`src/rtl/flash_prot_pkg.sv`:
```
package flash_prot_pkg;

    localparam int WORD_W    = 32;
    localparam int SEL_W     = 3;
    localparam int OP_W      = 2;
    localparam int REGION_W  = 3;
    localparam int MAIN_RD_W = 4;
    localparam int CFG_WIN_W = 6;
    localparam int AUX_W     = 5;

    // register selects
    localparam logic [SEL_W-1:0] SEL_MAIN_RD = 3'd0;
    localparam logic [SEL_W-1:0] SEL_CFG_RD  = 3'd1;
    localparam logic [SEL_W-1:0] SEL_SECT    = 3'd2;
    localparam logic [SEL_W-1:0] SEL_GRP0    = 3'd3;
    localparam logic [SEL_W-1:0] SEL_GRP1    = 3'd4;
    localparam logic [SEL_W-1:0] SEL_AUX     = 3'd5;

    // bit of the select-1 word that guards log reads
    localparam int LOG_RD_BIT = 6;

    // auxiliary program/erase bit positions
    localparam int AUX_CUST = 0;
    localparam int AUX_FACT = 1;
    localparam int AUX_ENGR = 2;
    localparam int AUX_SECR = 3;
    localparam int AUX_LOG  = 4;

    localparam logic [OP_W-1:0] OP_READ = 2'd0;

    typedef enum logic [REGION_W-1:0] {
        RG_MAIN = 3'd0,
        RG_CUST = 3'd1,
        RG_FACT = 3'd2,
        RG_ENGR = 3'd3,
        RG_SECR = 3'd4,
        RG_LOG  = 3'd5
    } region_e;

    typedef struct packed {
        logic [MAIN_RD_W-1:0] main_rd;
        logic                 log_rd;
        logic [CFG_WIN_W-1:0] cfg_win;
        logic [WORD_W-1:0]    sect;
        logic [WORD_W-1:0]    grp0;
        logic [WORD_W-1:0]    grp1;
        logic [AUX_W-1:0]     aux;
    } prot_regs_t;

    localparam int REGS_W = $bits(prot_regs_t);

endpackage

```
`src/rtl/flash_prot_main.sv`:
```
module flash_prot_main
    import flash_prot_pkg::*;
#(
    parameter int SECT_LOG2          = 11,
    parameter int SECT_PER_BANK_LOG2 = 8,
    parameter int GRP_LOG2           = 3,
    parameter int RD_MAX_UNITS       = 8,
    parameter int LOW_GRP_SKIP       = 4,
    parameter int ADDR_W             = SECT_LOG2 + SECT_PER_BANK_LOG2 + 1
)(
    input  logic [ADDR_W-1:0]    addr,
    input  logic                 is_read,
    input  logic                 split_mode,
    input  logic                 swap,
    input  logic [MAIN_RD_W-1:0] main_rd,
    input  logic [WORD_W-1:0]    sect_prot,
    input  logic [WORD_W-1:0]    grp0_prot,
    input  logic [WORD_W-1:0]    grp1_prot,
    output logic                 deny
);

    localparam int BANK_AW = SECT_LOG2 + SECT_PER_BANK_LOG2;
    localparam int SECT_W  = SECT_PER_BANK_LOG2;
    localparam int GRP_W   = SECT_PER_BANK_LOG2 - GRP_LOG2;
    localparam int SIDX_W  = $clog2(WORD_W);

    logic                 log_bank;
    logic                 eff_swap;
    logic                 phys_bank;
    logic                 phys_is_l0;
    logic [SECT_W-1:0]    sect;
    logic [GRP_W-1:0]     grp;
    logic [MAIN_RD_W-1:0] units;
    logic [ADDR_W:0]      rd_limit;
    logic                 sect_hit;
    logic                 grp_bit;
    logic                 grp_hit;

    always_comb begin
        log_bank   = addr[ADDR_W-1];
        sect       = addr[BANK_AW-1:SECT_LOG2];
        grp        = sect[SECT_W-1:GRP_LOG2];
        eff_swap   = split_mode & swap;
        phys_bank  = log_bank ^ eff_swap;
        // physical bank n plays logical bank 0 when the effective swap equals n
        phys_is_l0 = (phys_bank == eff_swap);

        // read window: undefined codes saturate to the full window
        units    = (main_rd > MAIN_RD_W'(RD_MAX_UNITS)) ? MAIN_RD_W'(RD_MAX_UNITS) : main_rd;
        rd_limit = (ADDR_W + 1)'(units) << SECT_LOG2;

        sect_hit = !log_bank && (int'(sect) < WORD_W) && sect_prot[sect[SIDX_W-1:0]];
        grp_bit  = phys_bank ? grp1_prot[grp] : grp0_prot[grp];
        grp_hit  = grp_bit && !(phys_is_l0 && (int'(grp) < LOW_GRP_SKIP));

        if (is_read) begin
            deny = ({1'b0, addr} < rd_limit);
        end else begin
            deny = sect_hit | grp_hit;
        end
    end

endmodule

```
`config.mk`:
```
export PLATFORM = sky130hd
export DESIGN_NAME = flash_prot_main
export DESIGN_NICKNAME = d
export VERILOG_FILES = /design/src/rtl/flash_prot_pkg.sv /design/src/rtl/flash_prot_main.sv
export SDC_FILE = /design/constraint.sdc
export NUM_CORES = 1
export LEC_CHECK = 0
export BUFFER_PORTS_ARGS = -buffer_cell sky130_fd_sc_hd__buf_2
export CORE_MARGIN = 4
export CORE_UTILIZATION = 37
export DETAILED_ROUTE_END_ITERATION = 6
export PLACE_DENSITY = 0.93
export SYNTH_ARGS = -nofsm -noshare
export SYNTH_HDL_FRONTEND = slang
export SYNTH_SLANG_ARGS = --single-unit
```
`constraint.sdc`:
```
create_clock -name vclk -period 3.25
set_clock_uncertainty 0.1 [all_clocks]
set_input_delay 0.1625 -clock vclk [all_inputs]
set_output_delay 0.1625 -clock vclk [all_outputs]
set_load 0.02 [all_outputs]
```
==> impl_metrics.env, run 1 <==
export IMPL_die_w_um=60.0
export IMPL_ys_warn_count=0
export IMPL_dpl_cell_area_um2=1540
export IMPL_p_leak_nw=0.787
export IMPL_status="finished, final reports clean"
export IMPL_grt_pass1_vias=1456
export IMPL_synth_distinct_cells=33
export IMPL_drt_wl_total_mm=3.55
export IMPL_cp_common_cell="buf_2"
export IMPL_wl_per_cell_um=15.8
export IMPL_synthTopCellsByArea="mux4_2, mux4_1, mux2i_1"
export IMPL_path_class="input pin to output port"
export IMPL_gp_congestion=0.738
export IMPL_initial_utilization_pct=39.7
export IMPL_min_period_ns=2.31
export IMPL_drtIter0Drc=24
export IMPL_final_area_um2=1540
export IMPL_critPathBufInv=2
export IMPL_hold_end="deny"
export IMPL_timing_hold_ws_ns=0.593
export IMPL_syn_to_final_growth_pct=53.8
export IMPL_drive_gt1_share_pct=65.1
export IMPL_postRouteAntennaNets=0
export IMPL_cp_depth=7
export IMPL_finalHoldViolations=0
export IMPL_seq_area_frac_synth_pct=0
export IMPL_path_delay_family="buffers and inverters"
export IMPL_die_area_um2=3600
export IMPL_worstPathRequired_ns=2.99
export IMPL_cts_resized=0
export IMPL_viasPerCell=5.69
export IMPL_slew_viol_final=0
export IMPL_finalCritPeriodShare_pct=71.0
export IMPL_first_pass_iters=4
export IMPL_cp_start_kind="input pin"
export IMPL_final_cell_mix="buf_2, mux4_2, nand2_1, mux4_1, mux2i_1"
export IMPL_via_count=1281
export IMPL_clkbuf_count=0
export IMPL_cts_hold_buffers=0
export IMPL_rsz0062_at_grt="false"
export IMPL_antenna_found_initial=0
export IMPL_max_freq_mhz=433
export IMPL_finalSetupViolCount=0
export IMPL_end_kind="output port"
export IMPL_tightest_slew_ns=0.642
export IMPL_core_um2=2520
export IMPL_tns_ns=0
export IMPL_n_antenna_cell=0
export IMPL_fp_dieH_um=60.0
export IMPL_drv_cap=0
export IMPL_power_density_nw_per_um2=115
export IMPL_grt_pass1_wl_mm=5.72
export IMPL_ios=124
export IMPL_rows=18
export IMPL_fin_util_pct=61.0
export IMPL_seq_cells=0
export IMPL_syn_area_per_cell_um2=11.1
export IMPL_critPathMaxStageDelay_ns=0.63
export IMPL_hpwl_mm=3.30
export IMPL_crit_arrival_ns=2.05
export IMPL_n_fill_cell=226
export IMPL_crit_slowest_cell="mux4_1"
export IMPL_cp_cell_sequence="buf_2 > mux4_1 > a22oi_1 > nand4_1 > a21oi_1 > o311ai_1 > buf_2"
export IMPL_hold_depth=3
export IMPL_synth_top_cell_area_share_pct=29.3
export IMPL_final_common_cell="buf_2"
export IMPL_postCtsSetupRepairBufs=0
export IMPL_yosysTopAreaCell="mux4_2"
export IMPL_min_from="is_read"
export IMPL_drc=0
export IMPL_finalNetCount=323
export IMPL_netlist_area_um2=1000
export IMPL_register_area_um2=0
export IMPL_slew_limit_headroom_pct=57.2
export IMPL_grt_usage_pct=20.3
export IMPL_hold_class="input pin to output port"
export IMPL_io_buffer_count=113
export IMPL_worst_path_max_fanout=26
export IMPL_multi_input_area_um2=925
export IMPL_synth_cells=90
export IMPL_overflow=0
export IMPL_synthesis_nets=216
export IMPL_ir_drop_mv=0.0930
export IMPL_grt_max_degree=27
-- synthesized netlist by cell type --
cell type,number
o211ai_1,1
or3b_1,2
o21ai_0,1
clkbuf_1,2
ha_1,3
a22oi_1,2
nor4b_1,1
nand3_1,3
a21o_1,1
nor2_1,4
nor4_1,2
buf_12,1
a31oi_1,1
a32oi_1,1
nand2b_1,1
o31a_1,2
a21oi_1,3
xor2_1,1
or3b_2,1
mux4_2,13
nand2_1,9
o2111ai_1,1
nand4_1,3
mux2i_1,8
nor2b_1,2
o311ai_1,1
buf_6,2
inv_1,3
nand3b_1,1
mux4_1,9
nor3_1,1
nor3b_1,1
buf_2,3
-- how the worst max path moves through the flow --
stage | to | slack [ns] | from
after floorplan | deny | 1.33 | addr[14]
after global placement | deny | 0.93 | addr[14]
after detailed placement | deny | 0.92 | addr[14]
after CTS | deny | 0.92 | addr[14]
after global routing | deny | 0.75 | addr[14]
final | deny | 0.94 | addr[14]
-- cell type report --
type / count / share of cell area (%)
tap: 30 / 2.44
timing repair buffer: 113 / 36.7
inverter: 3 / 0.732
multi-input combinational: 79 / 60.1
-- cell families after synthesis --
group / after synthesis / share of synthesized area (%)
AO/OA/AOI/OAI: 14 / 10.0
adder cells (fa/ha/maj): 3 / 3.75
AND/OR/NAND/NOR: 31 / 16.9
buffers and inverters: 11 / 7.62
multiplexers: 30 / 60.9
XOR/XNOR: 1 / 0.875
-- tightest hold or removal path: stages --
cell	delay (ns)
buf_2	0.10
o311ai_1	0.10
buf_2	0.16
-- metrics by stage --
step / worst slack, ns / std cells / total power, mW
2_1_floorplan: 1.33 / 90 / 0.103
5_1_grt: 0.748 / 225 / 0.196
6_report: 0.942 / 225 / 0.177
3_3_place_gp: 0.930 / 225 / 0.172
3_5_place_dp: 0.924 / 225 / 0.178
4_1_cts: 0.915 / 225 / 0.179
-- layer usage --
layer  track usage, %  vias to the layer above  wire length (µm)
met5                0                        -                 0
met4             8.54                        0               154
met3             3.24                       16               321
met2             42.3                       73              1980
met1             18.5                      590              1090
li1                 -                      602                 -
-- power by group --
group / leakage, nW / switching (mW) / internal [mW]
Sequential: 0 / 0 / 0
Clock: 0 / 0 / 0
Combinational: 0.787 / 0.0665 / 0.110
(Power assumes the default switching activity.)
==> run 2, diff against run 1 <==
--- a/config.mk
+++ b/config.mk
@@ -7,9 +7,9 @@
 export LEC_CHECK = 0
 export BUFFER_PORTS_ARGS = -buffer_cell sky130_fd_sc_hd__buf_2
 export CORE_MARGIN = 4
-export CORE_UTILIZATION = 37
+export CORE_UTILIZATION = 31
 export DETAILED_ROUTE_END_ITERATION = 6
-export PLACE_DENSITY = 0.93
+export PLACE_DENSITY = 0.84
 export SYNTH_ARGS = -nofsm -noshare
 export SYNTH_HDL_FRONTEND = slang
 export SYNTH_SLANG_ARGS = --single-unit
==> constraint.sdc (replaced) <==
create_clock -name vclk -period 1.95
set_clock_uncertainty 0.1 [all_clocks]
set_input_delay 0.0975 -clock vclk [all_inputs]
set_output_delay 0.0975 -clock vclk [all_outputs]
set_load 0.02 [all_outputs]
==> impl_metrics.env, run 2 (same netlist as run 1, synthesis figures left out) <==
export IMPL_viasPerCell=5.27
export IMPL_cp_start_kind="input pin"
export IMPL_final_common_cell="buf_2"
export IMPL_grt_max_degree=22
export IMPL_rsz0062_at_grt="false"
export IMPL_finalHoldViolations=0
export IMPL_hpwl_mm=3.24
export IMPL_critPathMaxStageDelay_ns=0.57
export IMPL_finalNetCount=327
export IMPL_rows=20
export IMPL_antenna_found_initial=0
export IMPL_status="finished, final reports clean"
export IMPL_drv_cap=0
export IMPL_ios=124
export IMPL_grt_pass1_wl_mm=5.48
export IMPL_clkbuf_count=0
export IMPL_crit_slowest_cell="mux4_1"
export IMPL_min_period_ns=1.86
export IMPL_drt_wl_total_mm=3.63
export IMPL_hold_class="input pin to output port"
export IMPL_register_area_um2=0
export IMPL_slew_viol_final=0
export IMPL_die_area_um2=4200
export IMPL_finalCritPeriodShare_pct=95.5
export IMPL_drtIter0Drc=39
export IMPL_cp_cell_sequence="clkbuf_4 > mux4_1 > a22oi_1 > nand4_1 > a21oi_1 > o311ai_1 > buf_2"
export IMPL_path_delay_family="multiplexers"
export IMPL_drive_gt1_share_pct=66.3
export IMPL_finalSetupViolCount=0
export IMPL_grtUsageMet3_pct=1.91
export IMPL_first_pass_iters=4
export IMPL_fp_dieH_um=64.8
export IMPL_slew_limit_headroom_pct=73.8
export IMPL_worst_path_max_fanout=7
export IMPL_grt_busiest_layer="met2"
export IMPL_critPathBufInv=2
export IMPL_postRouteAntennaNets=0
export IMPL_tns_ns=0
export IMPL_core_um2=3080
export IMPL_via_count=1281
export IMPL_power_density_nw_per_um2=192
export IMPL_final_cell_count_no_fill=243
export IMPL_cts_hold_buffers=0
export IMPL_n_antenna_cell=0
export IMPL_drc=0
export IMPL_seq_cells=0
export IMPL_timing_hold_ws_ns=0.455
export IMPL_wl_per_cell_um=15.0
export IMPL_initial_utilization_pct=32.5
export IMPL_p_leak_nw=0.821
export IMPL_ir_drop_mv=0.123
export IMPL_final_cell_mix="buf_2, mux4_2, nand2_1, mux4_1, mux2i_1"
export IMPL_gp_congestion=0.721
export IMPL_io_buffer_count=113
export IMPL_overflow=0
export IMPL_met1_usage_pct=15.1
export IMPL_syn_to_final_growth_pct=62.5
export IMPL_grt_usage_pct=16.0
export IMPL_end_kind="output port"
export IMPL_max_freq_mhz=537
export IMPL_gr_usage_met2_pct=35.6
export IMPL_crit_arrival_ns=1.67
export IMPL_grt_pass1_vias=1367
export IMPL_worstPathRequired_ns=1.75
export IMPL_die_w_um=64.8
export IMPL_path_class="input pin to output port"
export IMPL_n_fill_cell=291
export IMPL_dp_cells=241
export IMPL_tightest_slew_ns=0.392
[run 2: changes by cell type in the layout (fill, tap and decap cells not counted)]
cell,before,now
buf_12,0,1
buf_2,113,111
buf_4,0,3
clkbuf_16,0,1
clkbuf_4,0,1
nor3b_1,1,0
nor3b_2,0,1
[run 2: final cells by class]
class	instances	area [µm²]	share of cell area [%]
repair buffers	117	631	38.8
inverters	3	11.3	0.692
well taps	44	55.1	3.38
multi-input cells	79	930	57.2
[run 2: routing by layer]
layer / routed length [µm] / share of wire (%)
met3: 324 / 8.9
met2: 2150 / 59
met1: 1110 / 31
met4: 48 / 1.3
met5: 0 / 0
[run 2: metrics by stage]
step           utilization [%]  worst slack [ns]  instance area, µm²  power, mW
5_1_grt                   52.8         0.0000634                1630      0.343
6_report                  52.8            0.0870                1630      0.313
3_3_place_gp              51.5            0.0620                1580      0.295
4_1_cts                   51.5            0.0417                1580      0.306
3_5_place_dp              51.5            0.0479                1580      0.306
2_1_floorplan                -             0.159                1000      0.172
[run 2: what timing repair did]
item	CTS	global route
buffers inserted	0	1
endpoints found under the setup margin	0	1
gates resized for setup	0	4
[run 2: final timing paths]
kind                 start  endpoint  slack, ns  cells past startpoint
setup / recovery  addr[14]      deny       0.09                      7
hold / removal     is_read      deny       0.46                      3
[run 2: power breakdown]
part | leakage, nW | switching [mW] | internal (mW)
logic | 0.821 | 0.116 | 0.196
clock network | 0 | 0 | 0
registers | 0 | 0 | 0
total | 0.821 | 0.116 | 0.196
